==> config.mk <==
export PLATFORM = sky130hd
export DESIGN_NAME = can_irq_regs
export DESIGN_NICKNAME = d
export VERILOG_FILES = /design/src/rtl/can_irq_pkg.sv /design/src/rtl/can_irq_decode.sv /design/src/rtl/can_irq_flags.sv /design/src/rtl/can_irq_errcap.sv /design/src/rtl/can_irq_regs.sv
export SDC_FILE = /design/constraint.sdc
export NUM_CORES = 1
export LEC_CHECK = 0
export BUFFER_PORTS_ARGS = -buffer_cell sky130_fd_sc_hd__clkbuf_2
export CORE_MARGIN = 5
export CORE_UTILIZATION = 30
export CTS_CLUSTER_SIZE = 20
export DETAILED_ROUTE_END_ITERATION = 8
export GPL_TIMING_DRIVEN = 0
export PLACE_DENSITY = 0.63
export REMOVE_ABC_BUFFERS = 1
export SETUP_SLACK_MARGIN = 0.4
export SYNTH_ARGS = -nofsm -noshare
export SYNTH_HDL_FRONTEND = slang
export SYNTH_SLANG_ARGS = --single-unit
==> constraint.sdc <==
create_clock -name clk -period 2 [get_ports clk]
set_clock_uncertainty 0.2 [all_clocks]
set_input_delay 0.2 -clock clk [delete_from_list [all_inputs] [get_ports clk]]
set_output_delay 0.2 -clock clk [all_outputs]
set_load 0.05 [all_outputs]
==> src/rtl/can_irq_pkg.sv <==
package can_irq_pkg;
  localparam int NUM_SRC = 6;
  localparam int SRC_TX   = 0;
  localparam int SRC_RX   = 1;
  localparam int SRC_WARN = 2;
  localparam int SRC_BERR = 3;
  localparam int SRC_ARB  = 4;
  localparam int SRC_OVR  = 5;
  localparam int STAT_W   = 3;
  localparam int CAP_VALID_BIT = 8;

  typedef enum logic [1:0] {
    REG_INT  = 2'd0,
    REG_EN   = 2'd1,
    REG_STAT = 2'd2,
    REG_CAP  = 2'd3
  } reg_sel_e;
endpackage

==> src/rtl/can_irq_decode.sv <==
module can_irq_decode
  import can_irq_pkg::*;
#(
  parameter int ADDR_W = 4
) (
  input  logic              psel,
  input  logic              penable,
  input  logic              pwrite,
  input  logic [ADDR_W-1:0] paddr,
  output reg_sel_e          sel,
  output logic              rd_acc,
  output logic              rd_int,
  output logic              rd_cap,
  output logic              wr_en
);
  logic acc;

  always_comb begin
    sel    = reg_sel_e'(paddr[3:2]);
    acc    = psel & penable;
    rd_acc = acc & ~pwrite;
    rd_int = rd_acc & (sel == REG_INT);
    rd_cap = rd_acc & (sel == REG_CAP);
    wr_en  = acc & pwrite & (sel == REG_EN);
  end
endmodule

==> src/rtl/can_irq_flags.sv <==
module can_irq_flags #(
  parameter int N = 6
) (
  input  logic         clk,
  input  logic         rst_n,
  input  logic [N-1:0] evt,
  input  logic [N-1:0] en,
  input  logic         clr,
  output logic [N-1:0] set,
  output logic [N-1:0] flags
);
  logic [N-1:0] flags_q;
  logic [N-1:0] flags_d;

  for (genvar i = 0; i < N; i++) begin : g_src
    always_comb begin
      set[i]     = evt[i] & en[i];
      flags_d[i] = set[i] | (flags_q[i] & ~clr);
    end

    always_ff @(posedge clk or negedge rst_n) begin
      if (!rst_n) flags_q[i] <= 1'b0;
      else        flags_q[i] <= flags_d[i];
    end
  end

  assign flags = flags_q;
endmodule

==> src/rtl/can_irq_errcap.sv <==
module can_irq_errcap #(
  parameter int TYPE_W  = 2,
  parameter int FIELD_W = 5
) (
  input  logic               clk,
  input  logic               rst_n,
  input  logic               bus_err,
  input  logic [TYPE_W-1:0]  etype,
  input  logic [FIELD_W-1:0] efield,
  input  logic               rd_cap,
  output logic               cap_valid,
  output logic [TYPE_W-1:0]  cap_type,
  output logic [FIELD_W-1:0] cap_field
);
  logic               valid_q, valid_d;
  logic [TYPE_W-1:0]  type_q, type_d;
  logic [FIELD_W-1:0] field_q, field_d;
  logic               load;

  always_comb begin
    load    = bus_err & (~valid_q | rd_cap);
    type_d  = type_q;
    field_d = field_q;
    valid_d = valid_q;
    if (load) begin
      type_d  = etype;
      field_d = efield;
      valid_d = 1'b1;
    end else if (rd_cap) begin
      valid_d = 1'b0;
    end
  end

  always_ff @(posedge clk or negedge rst_n) begin
    if (!rst_n) begin
      valid_q <= 1'b0;
      type_q  <= '0;
      field_q <= '0;
    end else begin
      valid_q <= valid_d;
      if (load) begin
        type_q  <= type_d;
        field_q <= field_d;
      end
    end
  end

  assign cap_valid = valid_q;
  assign cap_type  = type_q;
  assign cap_field = field_q;
endmodule

==> src/rtl/can_irq_regs.sv <==
module can_irq_regs
  import can_irq_pkg::*;
#(
  parameter int ADDR_W  = 4,
  parameter int DATA_W  = 32,
  parameter int TYPE_W  = 2,
  parameter int FIELD_W = 5
) (
  input  logic               clk,
  input  logic               rst_n,
  input  logic               psel,
  input  logic               penable,
  input  logic               pwrite,
  input  logic [ADDR_W-1:0]  paddr,
  input  logic [DATA_W-1:0]  pwdata,
  output logic [DATA_W-1:0]  prdata,
  input  logic               evt_tx_done_i,
  input  logic               evt_rx_i,
  input  logic               evt_bus_err_i,
  input  logic               evt_arb_lost_i,
  input  logic               evt_overrun_i,
  input  logic [TYPE_W-1:0]  err_type_i,
  input  logic [FIELD_W-1:0] err_field_i,
  input  logic               txbuf_free_i,
  input  logic               err_status_i,
  input  logic               bus_off_i,
  output logic               irq_o
);
  localparam int CAP_W = FIELD_W + TYPE_W;

  logic               rst_meta_n, rst_sync_n;
  reg_sel_e           sel;
  logic               rd_acc, rd_int, rd_cap, wr_en;
  logic [NUM_SRC-1:0] en_q, en_d;
  logic [NUM_SRC-1:0] evt, set, flags;
  logic               err_prev_q, off_prev_q;
  logic               warn_evt;
  logic               cap_valid;
  logic [TYPE_W-1:0]  cap_type;
  logic [FIELD_W-1:0] cap_field;

  // reset: asserted at once, released on a clock edge
  always_ff @(posedge clk or negedge rst_n) begin
    if (!rst_n) begin
      rst_meta_n <= 1'b0;
      rst_sync_n <= 1'b0;
    end else begin
      rst_meta_n <= 1'b1;
      rst_sync_n <= rst_meta_n;
    end
  end

  can_irq_decode #(.ADDR_W(ADDR_W)) u_dec (
    .psel(psel), .penable(penable), .pwrite(pwrite), .paddr(paddr),
    .sel(sel), .rd_acc(rd_acc), .rd_int(rd_int), .rd_cap(rd_cap), .wr_en(wr_en)
  );

  // enable register
  always_comb begin
    en_d = en_q;
    if (wr_en) en_d = pwdata[NUM_SRC-1:0];
  end

  always_ff @(posedge clk or negedge rst_sync_n) begin
    if (!rst_sync_n) en_q <= '0;
    else if (wr_en)  en_q <= en_d;
  end

  // level change detect for the warning source
  always_ff @(posedge clk or negedge rst_sync_n) begin
    if (!rst_sync_n) begin
      err_prev_q <= 1'b0;
      off_prev_q <= 1'b0;
    end else begin
      err_prev_q <= err_status_i;
      off_prev_q <= bus_off_i;
    end
  end

  always_comb begin
    warn_evt       = (err_prev_q ^ err_status_i) | (off_prev_q ^ bus_off_i);
    evt            = '0;
    evt[SRC_TX]    = evt_tx_done_i;
    evt[SRC_RX]    = evt_rx_i;
    evt[SRC_WARN]  = warn_evt;
    evt[SRC_BERR]  = evt_bus_err_i;
    evt[SRC_ARB]   = evt_arb_lost_i;
    evt[SRC_OVR]   = evt_overrun_i;
  end

  can_irq_flags #(.N(NUM_SRC)) u_flags (
    .clk(clk), .rst_n(rst_sync_n), .evt(evt), .en(en_q),
    .clr(rd_int), .set(set), .flags(flags)
  );

  can_irq_errcap #(.TYPE_W(TYPE_W), .FIELD_W(FIELD_W)) u_cap (
    .clk(clk), .rst_n(rst_sync_n), .bus_err(evt_bus_err_i),
    .etype(err_type_i), .efield(err_field_i), .rd_cap(rd_cap),
    .cap_valid(cap_valid), .cap_type(cap_type), .cap_field(cap_field)
  );

  // read mux, valid in the access phase
  always_comb begin
    prdata = '0;
    if (rd_acc) begin
      case (sel)
        REG_INT:  prdata[NUM_SRC-1:0] = flags;
        REG_EN:   prdata[NUM_SRC-1:0] = en_q;
        REG_STAT: prdata[STAT_W-1:0]  = {bus_off_i, err_status_i, txbuf_free_i};
        REG_CAP: begin
          prdata[CAP_W-1:0]     = {cap_type, cap_field};
          prdata[CAP_VALID_BIT] = cap_valid;
        end
        default: prdata = '0;
      endcase
    end
  end

  assign irq_o = |flags;
endmodule

Word-level counts from Yosys, hierarchy flattened. Index checks and enable logic that the tools add are counted.

Logic and storage cells: 59. Input port bits: 56. Register bits: 24.

Reduce and logical (&&, ||, !) cells: 3. Bitwise logic cells: 32. Muxes and demuxes: 7. Equal/unequal tests: 3.

Operator list (count): AND 1 bit (19); one-hot mux 3 bit (4 select lines) (1); 2-to-1 mux 9 bit (1); one-hot mux 3 bit (3 select lines) (1); bitwise OR 1 bit (8); OR reduction 6 bit (1); == test 2 bit, second input constant (2); 2-to-1 mux 1 bit (4); inverter 1 bit (3); == test 2 x 1 -> 1 bit, second input constant (1); zero test 2 bit (1); nonzero test 2 bit (1); bitwise XOR 1 bit (2).

Depth between registers and ports, before layout. Gate-level depths: netlist of the first run.

Word-level depth: 6. Gate-level depth with buffers: 4.

Hierarchy. A second synthesis of the first run with hierarchy kept.

Cell total of the unflattened synthesis: 116. Area total of the unflattened synthesis: 1393.8 sq um.

Modules (own cells, without submodules): can_irq_regs (area each 750.7 sq um, cells an instance 72, sequential area each 250.2 sq um, instances 1); can_irq_errcap (area each 337.8 sq um, cells an instance 18, sequential area each 200.2 sq um, instances 1); can_irq_flags (area each 251.5 sq um, cells an instance 19, sequential area each 150.1 sq um, instances 1); can_irq_decode (area each 53.8 sq um, cells an instance 7, sequential area each 0.0 sq um, instances 1).

Worst setup path before layout of the first run. Ideal clock, no wire load.

Path type: input -> output. Start: in paddr[2]. End: out prdata[3]. Setup slack: 330 ps. Data required time: 1600 ps. Path buffers: 1. Data arrival time: 1270 ps. Stages: 4. Path through: clkbuf_8 -> mux2i_1 -> o21a_1 -> nor2_1.

Word-level cells in the longest chain between the ends: 3. Elaborated cells on any way between the ends: 5. Classes of those cells: eq/ne (2); mux (2); reduce/logical (1).

RTL lines: from (decl) (line can_irq_regs.sv:14) `input logic [ADDR_W-1:0] paddr,`; == test 2 bit (tied with other cells) (line can_irq_regs.sv:106) `case (sel)`; one-hot mux 3 bit (3 select lines) (*) (line can_irq_regs.sv:106); 2-to-1 mux 9 bit (*) (line can_irq_regs.sv:105) `if (rd_acc) begin`; to (decl) (line can_irq_regs.sv:16) `output logic [DATA_W-1:0] prdata,`.

Every way passes the cells marked *; elsewhere a longest branch is shown, timed or not.

Worst setup path in the final report of the first run.
Start: reg u_flags.flags_q[0] (netlist: u_flags.flags[0]). End: out prdata[0].

Word-level cells in the longest chain between the ends: 2.

RTL lines: from (decl) (line can_irq_flags.sv:12) `logic [N-1:0] flags_q;`; from (signal, indexed assignment) (line can_irq_flags.sv:23) `else flags_q[i] <= flags_d[i];`; one-hot mux 3 bit (4 select lines) (line can_irq_regs.sv:106); 2-to-1 mux 9 bit (line can_irq_regs.sv:105).

Every way passes these cells.

==> flow_summary.ini, run 1 <==
[routing]
drt-pass1-iter-count = 4
dr.first_iter.drc_count = 29
dr_total_vias = 994
route.detailed.drc = 0
via_per_inst = 4.40
antenna_left = 0
postRouteWirelength_mm = 3.21
wire_per_inst_um = 14.2

[sta]
layout_worst_path_cycle_share_pct = 94.6
sum_of_negative_setup_slack_ns = 0
timing.final.crit_period_ns = 1.89
clock.fmax_mhz = 528
timing_worst_slew_pin_value_ns = 0.895
timing_max_transition_violations_final = 0
fin_worst_hold_slack_ns = -0.00177
grt_setup_unrepaired = yes
timing.slew.headroom_pct = 40.3
final-setup-viol-count = 0
timing_hold_violations_final = 1

[run_status]
violated_checks = negative hold slack
outcome = finished, violations left

[die]
die-area_um2 = 5940
fp-row-count = 24
boundaryPins = 89
die_w_um = 77.1
initial_utilization_pct = 31.0
die_h_um = 77.1
floorplan.core_area_um2 = 4350

[synthesis]
ys_ff_latch = 24
synth_area_um2 = 1350
seq_area_frac_synth_pct = 44.5
average_cell_area_after_synthesis_um2 = 12.5
ys_top_cells_by_area = dfrtp_1 45%, buf_4 13%, mux2_2 11%
synthesis.yosys.warnings = 0
synth_largest_type_area_fraction_pct = 44.5
post_synth_num_cell_types = 26
syn_inst = 108
synth.largest_area_cell = dfrtp_1

[setup_path]
startpoint_types = flop
critical_path.max_fanout = 2
cp.arrival_ns = 1.49
worstSetupPathType = flop to output pin
worstSetupEndpointType = output pin
worst_ep_required_time_ns = 1.60

[layout]
fill_cells = 388
antennaDiodeCount = 0
post_route_cell_area_um2 = 1940
finalNetCount = 232
layout-drive-gt1-share_pct = 47.1
area_delta_synth_final_pct = 43.7

[global_route]
largest_net_degree_at_the_start_of_global_routing = 23
gr-total-overflow = 0
grt_antenna_before_repair = 0
grt_first_pass_wirelength_mm = 5.14
grt_pass1_vias = 1082
global_route.usage.total_pct = 10.5

[worst_hold_path]
min-delay-path-class = input port to flop

[clock_network]
cts_inserted_buffers = 3
ctsRootBufferMaster = clkbuf_8
max-clock-path-buffers = 2
worstSkewPairLatency_ns = 0.26
tritoncts_num_sinks = 24
cts.clk_slew.worst_paths_ns = 0.09
cts_tree = yes
cts_max_level = 1

[placed_design]
detailedPlacementHpwl_mm = 2.15
place_congestion = 0.731
dpl-instance-area_um2 = 1480
portBuffers = 36

[power_and_ir_drop]
power.density_nw_per_um2 = 711
ir_worst_vdd_uv = 428
leakage_nw = 0.916

[run]
maxCapViolations = 0
[worst paths after layout]
| path | slack, ns | from | depth (start not counted) | endpoint |
|---|---|---|---|---|
| setup / recovery | 0.11 | u_flags.flags[0] | 3 | prdata[0] |
| hold / removal | -0.002 | evt_bus_err_i | 2 | u_flags.flags[3] |
| setup reg to reg | 0.54 | u_cap.cap_valid | 2 | u_cap.cap_field[1] |
| min in group asynchronous | 0.05 | rst_n | 2 | rst_meta_n |
| hold reg to reg | 0.15 | rst_meta_n | 0 | rst_sync_n |
| max in group asynchronous | 0.88 | rst_sync_n | 0 | u_cap.cap_field[1] |
[state kept, by name (all words and copies together) (netlist names)]
signal,count
rst_meta_n,1
u_flags.flags,6
u_cap.cap_valid,1
err_prev_q,1
u_cap.cap_field,5
u_cap.cap_type,2
rst_sync_n,1
en_q,6
off_prev_q,1
[cells by family after synthesis]
| logic type | after synthesis | synth area share, % |
|---|---|---|
| buf+inv | 29 | 15.7 |
| flops | 24 | 44.5 |
| simple gates | 21 | 11.7 |
| mux | 19 | 18.9 |
| compound gates | 11 | 7.33 |
| xor+xnor | 2 | 1.30 |
| other cells | 2 | 0.557 |
[worst max-delay path: stages (launching register included)]
cell and delay (ns):
dfrtp_1 0.40, mux4_2 0.44, and2b_2 0.22, clkbuf_16 0.17
[Yosys cell counts, drive strengths merged]
cell and n:
buf 26, dfrtp 24, mux2 13, a22o 6, nand3 5, nor2 4
and2b 3, mux2i 3, mux4 3, o21a 3, and2 2, conb 2
inv 2, nand2 2, nor3b 2, xnor2 2, clkbuf 1, nand3b 1
nor4 1, o21ai 1, o22ai 1, or3 1
[timing repair]
item	in CTS	in global routing
endpoints found under the hold margin	22	0
pin swaps	2	2
hold buffers	21	0
buffers inserted	10	0
cloned	0	0
gates resized for setup	26	11
setup endpoints to repair	9	11
[through the flow]
step                utilization (%)  setup WS (ns)  hold WS, ns  total power [mW]  instances
floorplan                         -          0.391       -0.296             0.891        104
global placement               33.9         0.0613       -0.212             0.965        192
detailed placement             33.9         0.0459       -0.210             0.974        192
CTS                            43.8          0.110      0.00265              1.36        226
global route                   44.5         0.0550      0.00807              1.45        226
finish                         44.5          0.108     -0.00177              1.38        226
[placed cells by master, fill, tap and decap left out, types with 2 or more instances in the layout]
cell           netlist  layout
a22o_2               5       5
and2_1               2       2
and2b_2              3       3
buf_4               24      10
buf_8                0       4
clkbuf_16            0       3
clkbuf_2             0      25
clkbuf_4             0       2
clkbuf_8             1       3
conb_1               2      25
dfrtp_1             24      24
dlygate4sd3_1        0      21
inv_1                2       2
mux2_2              13      13
mux2i_1              3       3
mux4_2               0       3
nand2_1              2       2
nand3_1              4       4
nor2_2               0       3
o21a_1               3       3
xnor2_1              2       2
[area by class of cell]
class                   instances  area, µm²  area share [%]
multi-input cells              78        647            33.4
well taps                      52       65.1            3.36
inverters                       2       7.51           0.387
repair buffers                 67        577            29.8
flip-flops and latches         24        601            31.0
clock buffers                   3       41.3            2.13
[per-layer routing]
metal,global-route usage [%],vias up,wire length [µm]
met5,0,-,0
met4,2.92,0,44
met3,2.11,4,268
met2,16.7,52,1530
met1,14.3,480,1360
li1,-,458,-
[where the power goes]
part,total [mW],switching [mW],leakage [nW],internal [mW]
registers,0.640,0.0628,0.270,0.578
logic,0.456,0.229,0.625,0.227
clock network,0.281,0.147,0.0216,0.134
Note: power is estimated with default switching activity, not from simulation.
==> inputs of run 2 (changes only) <==
CORE_UTILIZATION = 31   (was 30)
PLACE_DENSITY = 0.64   (was 0.63)
clock period = 2.2 ns   (was 2 ns; I/O delays follow)
==> flow_summary.ini, run 2 (synthesis results as in run 1) <==
[run_status]
outcome = complete, no violations

[global_route]
top_usage_layer = met2
grt_pass1_vias = 1062
global_route.usage.total_pct = 10.8
gr-total-overflow = 0
largest_net_degree_at_the_start_of_global_routing = 23
grt_first_pass_wirelength_mm = 5.16
grt.met3_usage_pct = 3.20
grt_antenna_before_repair = 0
globalRouteMet2Util_pct = 17.6
met1_usage_pct = 13.6

[worst_hold_path]
min-delay-path-class = input port to flop

[routing]
postRouteWirelength_mm = 3.06
dr_total_vias = 963
via_per_inst = 4.32
wire_per_inst_um = 13.7
drt-pass1-iter-count = 4
dr.first_iter.drc_count = 8
route.detailed.drc = 0
antenna_left = 0

[clock_network]
cts_max_level = 1
max-clock-path-buffers = 2
tritoncts_num_sinks = 24
cts.clk_slew.worst_paths_ns = 0.09
cts_inserted_buffers = 3
worstSkewPairLatency_ns = 0.27
cts_tree = yes
ctsRootBufferMaster = clkbuf_8

[layout]
layout.cells.most_common = clkbuf_2
finalNetCount = 228
layout-drive-gt1-share_pct = 45.0
final_cell_mix = 31 x clkbuf_2, 25 x conb_1, 24 x dfrtp_1, 20 x dlygate4sd3_1, 13 x mux2_2
fill_cells = 399
antennaDiodeCount = 0
area_delta_synth_final_pct = 38.8
post_route_cell_area_um2 = 1870

[sta]
fin_worst_hold_slack_ns = 0.0129
final-setup-viol-count = 0
timing_max_transition_violations_final = 0
clock.fmax_mhz = 519
timing_hold_violations_final = 0
sum_of_negative_setup_slack_ns = 0
timing.final.crit_period_ns = 1.93
timing_worst_slew_pin_value_ns = 0.883
layout_worst_path_cycle_share_pct = 87.6
grt_setup_unrepaired = yes
timing.slew.headroom_pct = 41.1

[setup_path]
worst_reg_to_reg_cells = 2
worstSetupEndpointType = output pin
worst_setup_path_startpoint = u_cap.cap_field[2]
startpoint_types = flop
cp.arrival_ns = 1.51
worst_r2r_startpoint = u_cap.cap_valid
worstSetupEndpoint = prdata[2]
worst_r2r_endpoint = u_cap.cap_field[1]
worstSetupPathType = flop to output pin
worst_ep_required_time_ns = 1.78
critical_path.max_fanout = 2
worst-r2r-setup-slack_ns = 0.65

[placed_design]
place_congestion = 0.728
portBuffers = 36
dpl-instance-area_um2 = 1480
detailedPlacementHpwl_mm = 2.12

[power_and_ir_drop]
seq_power_share_pct = 43.2
ir_worst_vdd_uv = 412
net_switching_component_of_the_power_mw = 0.403
leakage_nw = 0.900
p_clk_share_pct = 28.8
proportion_of_power_drawn_by_combinational_gates_pct = 28.0
internal_power_mw = 0.953
finalPower_mw = 1.36
power.density_nw_per_um2 = 724
power_switching_share_pct = 29.7

[die]
die-area_um2 = 5770
die_h_um = 76.0
floorplan.core_area_um2 = 4290
die_w_um = 76.0
initial_utilization_pct = 31.4
fp-row-count = 24
boundaryPins = 89

[run]
maxCapViolations = 0
-- run 2: cell types whose count changed in the layout (fill, tap and decap cells not counted), moves of 3 or more --
cell	previous run	this run
buf_8	4	1
nor2_1	1	4
buf_4	10	6
nor2_2	3	0
clkbuf_2	25	31
-- run 2: critical path, stage by stage, from the launching register on --
cell and delay, ns:
dfrtp_1 0.39, mux4_2 0.45, and2b_2 0.22, clkbuf_16 0.17
-- run 2: timing repair --
item	CTS	global route
resized for setup	12	9
buffers inserted	6	1
pin swaps	0	2
hold buffers	20	0
endpoints found under the hold margin	21	0
endpoints found under the setup margin	5	6
-- run 2: layer usage --
layer	vias up	wire, µm
li1	451	-
met1	467	1280
met2	40	1500
met3	5	244
met4	0	39
met5	-	0
-- run 2: layout make-up --
type / instances / area [µm²] / share of cell area (%)
tap: 52 / 65.1 / 3.48
sequential: 24 / 601 / 32.1
inverter: 2 / 7.51 / 0.401
clock buffer: 3 / 41.3 / 2.21
multi-input combinational: 78 / 632 / 33.8
clock inverter: 1 / 30.0 / 1.60
timing repair buffer: 63 / 495 / 26.5
-- run 2: per-stage QoR --
stage | setup WS (ns) | cells | utilization [%]
3_3_place_gp | 0.222 | 192 | 34.4
6_report | 0.273 | 223 | 43.6
4_1_cts | 0.269 | 222 | 42.7
3_5_place_dp | 0.202 | 192 | 34.4
5_1_grt | 0.209 | 223 | 43.6
2_1_floorplan | 0.571 | 104 | -
-- run 2: worst min-delay path by stage --
stage | start | end | slack, ns | depth (start not counted)
finish | evt_bus_err_i | u_cap.cap_valid | 0.01 | 3
global route | evt_bus_err_i | u_flags.flags[3] | 0.02 | 2
CTS | evt_bus_err_i | u_cap.cap_valid | 0.02 | 3
detailed placement | rst_n | rst_meta_n | -0.19 | 1
global placement | rst_n | rst_meta_n | -0.19 | 1
floorplan | rst_n | rst_meta_n | -0.28 | 0
-- run 2: power by group through the flow --
stage                     Sequential, mW  Combinational [mW]  Clock [mW]
after floorplan                    0.574               0.235           0
after global placement             0.592               0.285           0
after detailed placement           0.596               0.290           0
after CTS                          0.583               0.367       0.391
after global routing               0.598               0.407       0.408
final                              0.585               0.380       0.391
